<file path="config.mk">
export PLATFORM = sky130hd
export DESIGN_NAME = pp_periph
export DESIGN_NICKNAME = d
export VERILOG_FILES = /design/src/rtl/pp_pkg.sv /design/src/rtl/pp_sync.sv /design/src/rtl/pp_fwd.sv /design/src/rtl/pp_rev.sv /design/src/rtl/pp_periph.sv
export SDC_FILE = /design/constraint.sdc
export NUM_CORES = 1
export LEC_CHECK = 0
export ABC_AREA = 1
export BUFFER_PORTS_ARGS = -buffer_cell sky130_fd_sc_hd__buf_2
export CORE_MARGIN = 1.5
export CORE_UTILIZATION = 50
export DETAILED_ROUTE_END_ITERATION = 10
export PLACE_DENSITY = 0.75
export SYNTH_ARGS = -nofsm -noshare
export SYNTH_HDL_FRONTEND = slang
export SYNTH_HIERARCHICAL = 1
export SYNTH_SLANG_ARGS = --single-unit
export TNS_END_PERCENT = 50
</file>
<file path="constraint.sdc">
create_clock -name clk_i -period 2.1 [get_ports clk_i]
set_input_delay 0.315 -clock clk_i [delete_from_list [all_inputs] [get_ports clk_i]]
set_output_delay 0.315 -clock clk_i [all_outputs]
set_load 0.005 [all_outputs]
</file>
<file path="src/rtl/pp_pkg.sv">
`timescale 1ns/1ps
package pp_pkg;
  typedef enum logic [1:0] {
    MODE_COMPAT = 2'd0,
    MODE_NIBBLE = 2'd1,
    MODE_ECP    = 2'd2,
    MODE_OFF    = 2'd3
  } pp_mode_e;
endpackage

</file>
<file path="src/rtl/pp_sync.sv">
`timescale 1ns/1ps
module pp_sync #(
  parameter int            W       = 3,
  parameter logic [W-1:0]  RST_VAL = '1
) (
  input  logic         clk_i,
  input  logic         rst_ni,
  input  logic [W-1:0] d_i,
  output logic [W-1:0] q_o
);
  for (genvar g = 0; g < W; g++) begin : g_bit
    logic s1_q, s2_q;
    always_ff @(posedge clk_i or negedge rst_ni) begin
      if (!rst_ni) begin
        s1_q <= RST_VAL[g];
        s2_q <= RST_VAL[g];
      end else begin
        s1_q <= d_i[g];
        s2_q <= s1_q;
      end
    end
    assign q_o[g] = s2_q;
  end
endmodule

</file>
<file path="src/rtl/pp_fwd.sv">
`timescale 1ns/1ps
module pp_fwd #(
  parameter int DW    = 8,
  parameter int ACK_W = 4
) (
  input  logic          clk_i,
  input  logic          rst_ni,
  input  logic          en_i,
  input  logic          ecp_i,
  input  logic [DW-1:0] pd_i,
  input  logic          strobe_s_i,
  input  logic          autofd_s_i,
  output logic [DW-1:0] rx_data_o,
  output logic          rx_cmd_o,
  output logic          rx_valid_o,
  input  logic          rx_ready_i,
  output logic          busy_o,
  output logic          ack_no
);
  localparam int CW = $clog2(ACK_W + 1);

  typedef enum logic [1:0] {F_IDLE, F_HOLD, F_ACK} fwd_st_e;
  fwd_st_e       st_q;
  logic          stb_q;
  logic [CW-1:0] cnt_q;
  logic          fall;

  assign fall = stb_q & ~strobe_s_i;

  always_ff @(posedge clk_i or negedge rst_ni) begin
    if (!rst_ni) begin
      st_q       <= F_IDLE;
      stb_q      <= 1'b1;
      cnt_q      <= '0;
      rx_data_o  <= '0;
      rx_cmd_o   <= 1'b0;
      rx_valid_o <= 1'b0;
      busy_o     <= 1'b0;
      ack_no     <= 1'b1;
    end else begin
      stb_q <= strobe_s_i;
      if (rx_valid_o && rx_ready_i) rx_valid_o <= 1'b0;
      unique case (st_q)
        F_IDLE: if (en_i && fall) begin
          rx_data_o  <= pd_i;
          rx_cmd_o   <= ecp_i & ~autofd_s_i;
          rx_valid_o <= 1'b1;
          busy_o     <= 1'b1;
          st_q       <= F_HOLD;
        end
        F_HOLD: if ((!rx_valid_o || rx_ready_i) && strobe_s_i) begin
          if (ecp_i) begin
            busy_o <= 1'b0;
            st_q   <= F_IDLE;
          end else begin
            ack_no <= 1'b0;
            cnt_q  <= '0;
            st_q   <= F_ACK;
          end
        end
        F_ACK: begin
          if (cnt_q == CW'(ACK_W - 1)) begin
            ack_no <= 1'b1;
            busy_o <= 1'b0;
            st_q   <= F_IDLE;
          end else begin
            cnt_q <= cnt_q + 1'b1;
          end
        end
        default: st_q <= F_IDLE;
      endcase
    end
  end

  p_valid_in_busy_r3: assert property (@(posedge clk_i) disable iff (!rst_ni)
    rx_valid_o |-> busy_o);
  p_rx_stable_r3: assert property (@(posedge clk_i) disable iff (!rst_ni)
    rx_valid_o && !rx_ready_i |=> rx_valid_o && $stable(rx_data_o) && $stable(rx_cmd_o));
  p_ack_in_busy_r4: assert property (@(posedge clk_i) disable iff (!rst_ni)
    !ack_no |-> busy_o);
  p_ecp_no_ack_r5: assert property (@(posedge clk_i) disable iff (!rst_ni)
    $fell(ack_no) |-> !ecp_i);
endmodule

</file>
<file path="src/rtl/pp_rev.sv">
`timescale 1ns/1ps
module pp_rev #(
  parameter int DW = 8,
  parameter int NW = 4
) (
  input  logic          clk_i,
  input  logic          rst_ni,
  input  logic          nib_i,
  input  logic          ecp_i,
  input  logic          autofd_s_i,
  input  logic          init_s_i,
  input  logic [DW-1:0] tx_data_i,
  input  logic          tx_valid_i,
  output logic          tx_ready_o,
  output logic [DW-1:0] pd_o,
  output logic          pd_oe_o,
  output logic          rev_ack_no,
  output logic          ack_no,
  output logic [NW-1:0] stat_o
);
  typedef enum logic [1:0] {R_IDLE, R_SET, R_LOW, R_REL} rev_st_e;
  rev_st_e       st_q;
  logic [DW-1:0] byte_q;
  logic          half_q;
  logic          granted;

  assign granted    = ecp_i & pd_oe_o & ~rev_ack_no;
  assign tx_ready_o = (st_q == R_IDLE) & (nib_i | granted) & ~autofd_s_i;

  // turnaround: enable follows host release, grant trails enable both ways
  always_ff @(posedge clk_i or negedge rst_ni) begin
    if (!rst_ni) begin
      pd_oe_o    <= 1'b0;
      rev_ack_no <= 1'b1;
    end else if (!ecp_i) begin
      pd_oe_o    <= 1'b0;
      rev_ack_no <= 1'b1;
    end else if (!init_s_i) begin
      pd_oe_o <= 1'b1;
      if (pd_oe_o) rev_ack_no <= 1'b0;
    end else begin
      pd_oe_o <= 1'b0;
      if (!pd_oe_o) rev_ack_no <= 1'b1;
    end
  end

  always_ff @(posedge clk_i or negedge rst_ni) begin
    if (!rst_ni) begin
      st_q   <= R_IDLE;
      byte_q <= '0;
      half_q <= 1'b0;
      pd_o   <= '0;
      stat_o <= '0;
      ack_no <= 1'b1;
    end else if (!(nib_i || granted)) begin
      st_q   <= R_IDLE;
      ack_no <= 1'b1;
    end else begin
      unique case (st_q)
        R_IDLE: if (tx_valid_i && tx_ready_o) begin
          byte_q <= tx_data_i;
          half_q <= 1'b0;
          if (nib_i) stat_o <= tx_data_i[NW-1:0];
          else       pd_o   <= tx_data_i;
          st_q <= R_SET;
        end
        R_SET: begin
          ack_no <= 1'b0;
          st_q   <= R_LOW;
        end
        R_LOW: if (autofd_s_i) begin
          ack_no <= 1'b1;
          st_q   <= R_REL;
        end
        R_REL: if (!autofd_s_i) begin
          if (nib_i && !half_q) begin
            stat_o <= byte_q[DW-1:DW-NW];
            half_q <= 1'b1;
            st_q   <= R_SET;
          end else begin
            st_q <= R_IDLE;
          end
        end
        default: st_q <= R_IDLE;
      endcase
    end
  end

  p_oe_after_release_r7: assert property (@(posedge clk_i) disable iff (!rst_ni)
    pd_oe_o |-> $past(!init_s_i));
  p_grant_after_oe_r7: assert property (@(posedge clk_i) disable iff (!rst_ni)
    $fell(rev_ack_no) |-> pd_oe_o && $past(pd_oe_o));
  p_oe_off_before_ungrant_r7: assert property (@(posedge clk_i) disable iff (!rst_ni)
    $rose(rev_ack_no) |-> !pd_oe_o);
  p_data_setup_r6: assert property (@(posedge clk_i) disable iff (!rst_ni)
    $fell(ack_no) |-> $stable(stat_o) && $stable(pd_o));
endmodule

</file>
<file path="src/rtl/pp_periph.sv">
`timescale 1ns/1ps
module pp_periph #(
  parameter int DW    = 8,
  parameter int ACK_W = 4
) (
  input  logic          clk_i,
  input  logic          rst_ni,
  input  logic [1:0]    mode_i,
  input  logic [DW-1:0] pd_i,
  output logic [DW-1:0] pd_o,
  output logic          pd_oe_o,
  input  logic          strobe_ni,
  input  logic          autofd_ni,
  input  logic          init_ni,
  output logic          busy_o,
  output logic          ack_no,
  output logic          rev_ack_no,
  output logic [3:0]    stat_o,
  output logic [DW-1:0] rx_data_o,
  output logic          rx_cmd_o,
  output logic          rx_valid_o,
  input  logic          rx_ready_i,
  input  logic [DW-1:0] tx_data_i,
  input  logic          tx_valid_i,
  output logic          tx_ready_o
);
  import pp_pkg::*;

  pp_mode_e mode;
  logic [2:0] ctl_s;
  logic strobe_s, autofd_s, init_s;
  logic is_ecp, is_nib, fwd_en, rev_active;
  logic fwd_ack_n, rev_ack_n;

  assign mode = pp_mode_e'(mode_i);

  pp_sync #(.W(3), .RST_VAL(3'b111)) u_sync (
    .clk_i, .rst_ni,
    .d_i ({init_ni, autofd_ni, strobe_ni}),
    .q_o (ctl_s)
  );
  assign {init_s, autofd_s, strobe_s} = ctl_s;

  assign is_ecp     = (mode == MODE_ECP);
  assign is_nib     = (mode == MODE_NIBBLE);
  assign rev_active = pd_oe_o | ~rev_ack_no;
  assign fwd_en     = (mode == MODE_COMPAT) | (is_ecp & ~rev_active);

  pp_fwd #(.DW(DW), .ACK_W(ACK_W)) u_fwd (
    .clk_i, .rst_ni,
    .en_i       (fwd_en),
    .ecp_i      (is_ecp),
    .pd_i,
    .strobe_s_i (strobe_s),
    .autofd_s_i (autofd_s),
    .rx_data_o, .rx_cmd_o, .rx_valid_o, .rx_ready_i,
    .busy_o,
    .ack_no     (fwd_ack_n)
  );

  pp_rev #(.DW(DW), .NW(4)) u_rev (
    .clk_i, .rst_ni,
    .nib_i      (is_nib),
    .ecp_i      (is_ecp),
    .autofd_s_i (autofd_s),
    .init_s_i   (init_s),
    .tx_data_i, .tx_valid_i, .tx_ready_o,
    .pd_o, .pd_oe_o, .rev_ack_no,
    .ack_no     (rev_ack_n),
    .stat_o
  );

  assign ack_no = fwd_ack_n & rev_ack_n;

  p_off_idle_r9: assert property (@(posedge clk_i) disable iff (!rst_ni)
    mode == MODE_OFF && $past(mode == MODE_OFF) && !$past(busy_o) |-> !busy_o && !rx_valid_o);
  p_capture_busy_r2: assert property (@(posedge clk_i) disable iff (!rst_ni)
    $rose(rx_valid_o) |-> busy_o && $rose(busy_o));
endmodule

</file>
==> flow_metrics.env, run 1 <==
export IMPL_pre_cts_ws_ns=0.324
export IMPL_clk_pin_slew_ns=0.09
export IMPL_syn_avg_cell_area_um2=8.73
export IMPL_p_per_area_mw_per_mm2=1030
export IMPL_ff_latch_area_mm2=0.00116
export IMPL_fin_crit_sh=0.922
export IMPL_num_io_pins=52
export IMPL_place_hpwl_um=3220
export IMPL_multiInputGateArea_um2=923
export IMPL_vdd_drop_max_uv=611
export IMPL_fin_nets=352
export IMPL_cts_tree="built"
export IMPL_coreArea_mm2=0.00438
export IMPL_crit_chain="inv_1, ha_1, inv_2, nor3_1, buf_2"
export IMPL_start_util=0.520
export IMPL_cts_sinks=46
export IMPL_grt_max_degree=29
export IMPL_ys_warn_count=6
export IMPL_io_buffers=51
export IMPL_rows=24
export IMPL_antenna_found_initial=0
export IMPL_place_congestion=0.854
export IMPL_end_kind="output port"
export IMPL_cts_repair_resized=0
export IMPL_hold_viol_final=0
export IMPL_drive_gt1_frac=0.312
export IMPL_skew_ns=0.00881
export IMPL_hp_class="input port to async pin"
export IMPL_clk_path_buf_depth=2
export IMPL_synthCells=261
export IMPL_arrival_ns=1.62
export IMPL_drt_total_wl_um=4260
export IMPL_fmax_mhz=517
export IMPL_ant_nets=0
export IMPL_post_drt_wl_per_cell_um=11.6
export IMPL_die_y_um=70.5
export IMPL_insertion_delay_ns=0.30
export IMPL_leakagePower_nw=1.47
export IMPL_slew_violations=0
export IMPL_crit_buf_inv=3
export IMPL_crit_cells=5
export IMPL_netlist_area_mm2=0.00228
export IMPL_critPathLaunchType="register"
export IMPL_grt_pass1_wl_um=7450
export IMPL_h_tree_depth=2
export IMPL_vias=1806
export IMPL_criticalPathCategory="register to output port"
export IMPL_setup_slack_ns=0.164
export IMPL_diodes=0
export IMPL_crit_path_top_delay_cell="dfrtp_1"
export IMPL_cp_data_required_time_ns=1.78
export IMPL_ys_ff_latch=46
export IMPL_seq_area_frac_synth=0.511
export IMPL_tightestPinTransition_ns=0.601
export IMPL_yosysUniqueCellTypes=29
export IMPL_path_max_fanout=5
export IMPL_cp_top_family="flip-flops"
export IMPL_grt_pass1_vias=1744
export IMPL_status="finished clean"
export IMPL_syn_num_nets=297
export IMPL_area_growth_pct=18.1
export IMPL_firstDrtPassIters=4
export IMPL_cts_inserted_buffers=5
export IMPL_grt_ovfl_total=0
export IMPL_setup_tns_ns=0
export IMPL_n_fill_cell=407
export IMPL_setup_violations=0
export IMPL_cts_setup_buffers=0
export IMPL_clock_root_buffer="clkbuf_8"
export IMPL_rsz0062_at_grt="false"
export IMPL_slew_headroom=0.600
export IMPL_drc_errors=0
export IMPL_via_per_inst=4.89
export IMPL_cpPeakStageDelay_ns=0.44
export IMPL_track_usage=0.190
export IMPL_die_w_um=70.5
export IMPL_die_area_mm2=0.00497
export IMPL_drv_cap=0
export IMPL_r2r_cells=7
export IMPL_fin_crit_ns=1.94
export IMPL_drtIter0Drc=87
export IMPL_ctsHoldBuffers=0
## cells by family (layout without fill, tap and decap cells)
logic type | count (synthesis) | in the layout | synth area share
buf+inv | 45 | 101 | 0.0840
flops | 46 | 46 | 0.511
simple gates | 133 | 133 | 0.270
fa+ha+maj | 11 | 11 | 0.0604
compound gates | 26 | 26 | 0.0752
## placed cells by master, fill, tap and decap left out, types with 2 or more instances in the layout
| master | instances |
|---|---|
| clkinvlp_4 | 2 |
| nand3_1 | 8 |
| buf_4 | 3 |
| o21ai_2 | 8 |
| o21ai_0 | 9 |
| inv_2 | 2 |
| nand2_2 | 6 |
| ha_1 | 11 |
| nor2_2 | 4 |
| a21oi_2 | 2 |
| dfrtp_1 | 36 |
| o21ai_1 | 4 |
| nand4_1 | 9 |
| nand2_1 | 87 |
| clkbuf_8 | 5 |
| buf_2 | 51 |
| nor2_1 | 12 |
| inv_1 | 36 |
| dfstp_2 | 10 |
## routing by layer
metal  share of wire  global-route usage  wire (um)
met2            0.48               0.309       2070
met1            0.45               0.244       1940
met5               0                   0          0
met3           0.048              0.0491        204
met4           0.013              0.0726         54
## cell usage after synthesis
master    number  share of area
dfrtp_1       36           0.40
buf_6          1         0.0049
nand3_4        1         0.0077
inv_1         36          0.059
nand4_4        1         0.0093
o21ai_1        4         0.0088
clkinv_1       1         0.0016
nor3_1         1         0.0022
nand3_1        8          0.018
ha_1          11          0.060
a21oi_2        2         0.0077
inv_2          2         0.0033
nor2_4         1         0.0049
o22ai_1        1         0.0027
nor2_2         4          0.011
dfstp_2       10           0.12
buf_4          4          0.013
nand4_1        9          0.025
nand3b_1       1         0.0033
clkbuf_1       1         0.0016
a21oi_1        1         0.0022
nand2_2        6          0.016
nand2_1       87           0.14
nor2_1        12          0.020
nand2_4        1         0.0049
nand3_2        1         0.0044
o21ai_0        9          0.020
o21ai_2        8          0.031
o211ai_1       1         0.0033
## report_power, final
| group | switching (mW) | leakage [nW] | internal [mW] |
|---|---|---|---|
| Clock | 0.302 | 0.0504 | 0.354 |
| Sequential | 0.135 | 0.570 | 1.14 |
| Combinational | 0.482 | 0.853 | 0.367 |
| Total | 0.920 | 1.47 | 1.86 |
## area by class of cell
type                       instances  share of cell area
inverter                          39              0.0544
tap                               52              0.0242
sequential                        46               0.433
clock inverter                     3              0.0167
clock buffer                       5              0.0256
multi-input combinational        170               0.343
timing repair buffer              54               0.103
## state kept, by name (all words and copies together), names as in the netlist, 3 cells and up
signal,count
u_sync/g_bit.s2_q,3
u_fwd/rx_data_o,8
u_rev/pd_o,8
u_rev/stat_o,4
u_sync/g_bit.s1_q,3
u_fwd/cnt_q,3
u_rev/byte_q,4
## path summary, 6_finish.rpt
kind / start / end / slack (ns)
setup / recovery: u_rev/st_q[0] / tx_ready_o / 0.16
hold / removal: rst_ni / u_fwd/busy_o / 0.01
setup reg to reg: u_rev/st_q[0] / u_rev/pd_o[2] / 0.32
hold reg to reg: u_sync/g_bit[1].s1_q / u_sync/g_bit[1].s2_q / 0.36
max in group asynchronous: rst_ni / u_fwd/ack_no / 1.45
min in group clk_i: strobe_ni / u_sync/g_bit[0].s1_q / 0.11
## stage by stage
step,hold slack (ns),utilization,area [um2],cells,power (mW)
after floorplan,0.0194,-,2280,261,1.81
after global routing,0.0491,0.614,2690,369,3.00
after CTS,0.0269,0.614,2690,369,2.82
after detailed placement,0.347,0.588,2580,361,2.15
final,0.0148,0.614,2690,369,2.78
after global placement,0.347,0.588,2580,361,2.11
Power figures use the tool's default switching activity.
==> inputs of run 2 (changes only) <==
Settings changed: CTS_BUF_LIST set to sky130_fd_sc_hd__clkbuf_2.
==> run 2 against run 1 <==
  * Sequential power is essentially flat
  * Via count grew 1.1%
  * Flip-flop and latch count is the same
  * Combinational power up 2.7%
  * Cell count increased by 1.9%
  * Register-to-register slack improved by 0.10 ns
  * Critical path type unchanged
  * Highest routed layer unchanged
==> flow_metrics.env, run 2 (synthesized netlist as in run 1, its figures left out) <==
export IMPL_status="finished clean"
export IMPL_clk_path_buf_depth=2
export IMPL_track_usage=0.189
export IMPL_die_w_um=70.5
export IMPL_drive_gt1_frac=0.321
export IMPL_io_buffers=51
export IMPL_cts_tree="built"
export IMPL_via_per_inst=4.85
export IMPL_criticalPathCategory="register to output port"
export IMPL_end_kind="output port"
export IMPL_diodes=0
export IMPL_leakagePower_nw=1.49
export IMPL_coreArea_mm2=0.00438
export IMPL_h_tree_depth=2
export IMPL_cts_inserted_buffers=5
export IMPL_grt_pass1_vias=1773
export IMPL_hold_start="pd_i[2]"
export IMPL_fin_nets=359
export IMPL_place_congestion=0.854
export IMPL_path_max_fanout=4
export IMPL_n_fill_cell=395
export IMPL_drc_errors=0
export IMPL_fmax_mhz=517
export IMPL_die_y_um=70.5
export IMPL_cts_sinks=46
export IMPL_hp_class="input port to register"
export IMPL_hold_viol_final=0
export IMPL_die_area_mm2=0.00497
export IMPL_fin_crit_ns=1.94
export IMPL_start_util=0.520
export IMPL_cp_data_required_time_ns=1.78
export IMPL_grt_ovfl_total=0
export IMPL_vdd_drop_max_uv=616
export IMPL_rows=24
export IMPL_area_growth_pct=19.5
export IMPL_drt_total_wl_um=4320
export IMPL_arrival_ns=1.62
export IMPL_setup_violations=0
export IMPL_post_drt_wl_per_cell_um=11.5
export IMPL_antenna_found_initial=0
export IMPL_setup_tns_ns=0
export IMPL_drv_cap=0
export IMPL_ant_nets=0
export IMPL_critPathLaunchType="register"
export IMPL_fin_crit_sh=0.922
export IMPL_slew_headroom=0.598
export IMPL_layout_common_cells="nand2_1 (87), buf_2 (51), inv_1 (36)"
export IMPL_grt_max_degree=29
export IMPL_largestRegisters="u_fwd/rx_data_o x8, u_rev/pd_o x8"
export IMPL_cp_startpoint="u_rev/st_q[0]"
export IMPL_firstDrtPassIters=4
export IMPL_place_hpwl_um=3220
export IMPL_clk_pin_slew_ns=0.24
export IMPL_slew_violations=0
export IMPL_rsz0062_at_grt="false"
export IMPL_insertion_delay_ns=0.40
export IMPL_place_inst=361
export IMPL_clock_root_buffer="clkbuf_2"
export IMPL_grt_pass1_wl_um=7490
export IMPL_final_cells=376
export IMPL_setup_slack_ns=0.164
export IMPL_skew_ns=0.0257
export IMPL_p_per_area_mw_per_mm2=964
export IMPL_mostFrequentLayoutCell="nand2_1"
export IMPL_power_mw=2.63
export IMPL_r2r_start="u_rev/st_q[0]"
export IMPL_num_io_pins=52
export IMPL_tightestPinTransition_ns=0.602
export IMPL_drtIter0Drc=94
export IMPL_vias=1825
export IMPL_pre_cts_ws_ns=0.324
==> run 2: changes by cell type in the layout (fill, tap and decap cells not counted) <==
cell / before / now
dfrtp_1: 36 / 35
ha_4: 0 / 1
dfrtp_2: 0 / 1
buf_4: 3 / 6
ha_1: 11 / 10
clkbuf_8: 5 / 0
dlygate4sd3_1: 0 / 4
clkbuf_2: 0 / 5
==> run 2: metrics by stage <==
| stage | hold WS (ns) | utilization | cell area (um2) |
|---|---|---|---|
| after floorplan | 0.0194 | - | 2280 |
| after global placement | 0.347 | 0.588 | 2580 |
| after detailed placement | 0.347 | 0.588 | 2580 |
| after CTS | 0.0552 | 0.613 | 2690 |
| after global routing | 0.0389 | 0.621 | 2720 |
| final | 0.0893 | 0.621 | 2720 |
==> run 2: layout make-up <==
cell class	count	area (um2)	area share
clock inverter	3	45.0	0.0165
sequential	46	1160	0.428
clock buffer	5	25.0	0.00919
multi-input combinational	170	936	0.344
inverter	39	146	0.0538
tap	52	65.1	0.0239
timing repair buffer	61	340	0.125
==> run 2: routing by layer <==
layer	track usage	part of all wire	up-vias
met3	0.0505	0.047	8
li1	-	-	938
met2	0.312	0.49	45
met4	0.0641	0.014	0
met1	0.241	0.45	834
met5	0	0	-
==> run 2: worst max-delay path, stage by stage, from the launching register on <==
cell and delay [ns]:
dfrtp_1 0.45, inv_1 0.18, ha_4 0.20, inv_2 0.07, nor3_1 0.19, buf_2 0.15
==> run 2: worst paths after layout <==
path                       slack [ns]                   end  cells past startpoint
max                              0.16            tx_ready_o                      5
min                              0.09    u_fwd/rx_data_o[2]                      3
max reg2reg                      0.42       u_rev/stat_o[0]                      8
min reg2reg                      0.37  u_sync/g_bit[1].s2_q                      0
max in group asynchronous        1.03          u_fwd/ack_no                      3
min in group asynchronous        0.43    u_fwd/rx_data_o[1]                      2
==> run 2: where the power goes <==
part	internal, mW	switching (mW)	total [mW]
clock	0.200	0.283	0.483
sequential	1.14	0.131	1.27
combinational	0.381	0.491	0.872
total	1.72	0.905	2.63
==> run 2: what timing repair did <==
item | CTS | global route
gates resized for setup | 0 | 3
setup endpoints to repair | 0 | 1
hold buffers | 4 | 0
buffers inserted | 0 | 3
hold endpoints to repair | 23 | 0
==> inputs of run 3 (changes only) <==
--- a/constraint.sdc
+++ b/constraint.sdc
@@ -3,2 +3,2 @@
 set_output_delay 0.315 -clock clk_i [all_outputs]
-set_load 0.005 [all_outputs]
+set_load 0.05 [all_outputs]
==> run 3 against run 2 <==
  * Maximum frequency down 3.4%
  * Combinational power up 75%
  * Largest cell class unchanged
  * Critical path type unchanged
  * Die area unchanged
  * Via count down 2.9%
  * Sequential power about the same
  * Design area up 0.60%
  * Largest power group is now combinational cells
==> flow_metrics.env, run 3 (synthesized netlist as in run 1, its figures left out) <==
export IMPL_vias=1772
export IMPL_arrival_ns=1.69
export IMPL_final_cells=374
export IMPL_drt_total_wl_um=4360
export IMPL_cts_tree="built"
export IMPL_track_usage=0.189
export IMPL_fin_crit_sh=0.954
export IMPL_place_congestion=0.763
export IMPL_area_growth_pct=20.2
export IMPL_fin_crit_ns=2.00
export IMPL_die_y_um=70.5
export IMPL_min_path_cells=3
export IMPL_path_max_fanout=4
export IMPL_fin_area_mm2=0.00274
export IMPL_cp_top_family="flip-flops"
export IMPL_diodes=0
export IMPL_fmax_mhz=499
export IMPL_tightestPinTransition_ns=0.422
export IMPL_place_area_mm2=0.00258
export IMPL_post_route_util=0.625
export IMPL_io_buffers=51
export IMPL_crit_path_top_delay_cell="dfrtp_2"
export IMPL_via_per_inst=4.74
export IMPL_r2r_cells=7
export IMPL_grt_pass1_vias=1703
export IMPL_leakagePower_nw=1.50
export IMPL_grt_pass1_wl_um=7460
export IMPL_vdd_drop_max_uv=938
export IMPL_ant_nets=0
export IMPL_num_io_pins=52
export IMPL_crit_cells=5
export IMPL_clock_root_buffer="clkbuf_2"
export IMPL_critPathLaunchType="register"
export IMPL_skew_ns=0.00606
export IMPL_criticalPathCategory="register to output port"
export IMPL_rsz0062_at_grt="false"
export IMPL_clk_pin_slew_ns=0.22
export IMPL_grt_max_degree=25
export IMPL_clk_path_buf_depth=2
export IMPL_place_hpwl_um=3220
export IMPL_crit_chain="inv_1, ha_4, inv_2, nor3_2, buf_6"
export IMPL_post_drt_wl_per_cell_um=11.6
export IMPL_slew_violations=0
export IMPL_cts_inserted_buffers=5
export IMPL_layout_common_cells="nand2_1 (87), buf_2 (50), inv_1 (35)"
export IMPL_pre_cts_ws_ns=0.300
export IMPL_largestRegisters="u_fwd/rx_data_o x8, u_rev/pd_o x8"
export IMPL_drv_cap=0
export IMPL_coreArea_mm2=0.00438
export IMPL_setup_violations=0
export IMPL_setup_tns_ns=0
export IMPL_drtIter0Drc=96
export IMPL_insertion_delay_ns=0.40
export IMPL_firstDrtPassIters=4
export IMPL_drive_gt1_frac=0.323
export IMPL_cpPeakStageDelay_ns=0.48
export IMPL_grt_ovfl_total=0
export IMPL_mostFrequentLayoutCell="nand2_1"
export IMPL_cts_sinks=46
export IMPL_die_area_mm2=0.00497
export IMPL_crit_buf_inv=3
export IMPL_start_util=0.520
export IMPL_antenna_found_initial=0
export IMPL_fin_nets=357
export IMPL_end_kind="output port"
export IMPL_setup_slack_ns=0.0962
export IMPL_p_per_area_mw_per_mm2=1240
export IMPL_slew_headroom=0.719
export IMPL_die_w_um=70.5
export IMPL_h_tree_depth=2
export IMPL_rows=24
export IMPL_cp_data_required_time_ns=1.78
export IMPL_hp_class="input port to register"
export IMPL_status="finished clean"
export IMPL_place_inst=361
export IMPL_drc_errors=0
export IMPL_hold_viol_final=0
## run 3: worst paths after layout
check                                          start                   end  slack [ns]
worst max-delay path                   u_rev/st_q[0]            tx_ready_o         0.1
max in group asynchronous                     rst_ni  u_sync/g_bit[0].s2_q        1.12
worst min register to register  u_sync/g_bit[1].s1_q  u_sync/g_bit[1].s2_q        0.37
worst max register to register         u_rev/st_q[0]       u_rev/stat_o[2]        0.38
worst min-delay path                         pd_i[1]    u_fwd/rx_data_o[1]         0.1
min in group asynchronous                     rst_ni         u_rev/st_q[0]        0.32
## run 3: final cells by class
| class | instances | area, um2 |
|---|---|---|
| fillers | 393 | 1650 |
| multi-input cells | 170 | 941 |
| inverters | 39 | 146 |
| clock buffers | 5 | 25.0 |
| flip-flops and latches | 46 | 1170 |
| well taps | 52 | 65.1 |
| repair buffers | 59 | 332 |
| clock inverters | 3 | 63.8 |
## run 3: stage by stage
stage | hold slack, ns | power (mW)
after detailed placement | 0.230 | 2.81
after floorplan | 0.0194 | 2.46
after global routing | 0.0523 | 3.60
after global placement | 0.221 | 2.78
final | 0.0986 | 3.40
after CTS | 0.0592 | 3.42
## run 3: layer usage
metal  up-vias  GRT usage  wire length (um)
met5         -          0                 0
met4         0     0.0705                61
met3         6     0.0433               199
met2        37      0.308              2120
met1       799      0.247              1970
li1        930          -                 -
## run 3: timing repair
| item | in CTS | in global routing |
|---|---|---|
| gates resized for setup | 2 | 5 |
| hold buffers | 4 | 0 |
| setup buffers | 0 | 1 |
| endpoints found under the hold margin | 12 | 0 |
| setup endpoints to repair | 1 | 1 |
## run 3: power by group
part	internal (mW)	total, mW	leakage [nW]	switching, mW
clock network	0.317	0.595	0.0506	0.279
logic	0.386	1.53	0.878	1.14
registers	1.14	1.28	0.567	0.135
## run 3: worst min-delay path, stage by stage
cell and delay (ns):
buf_2 0.07, nand2_1 0.04, nand2_1 0.05
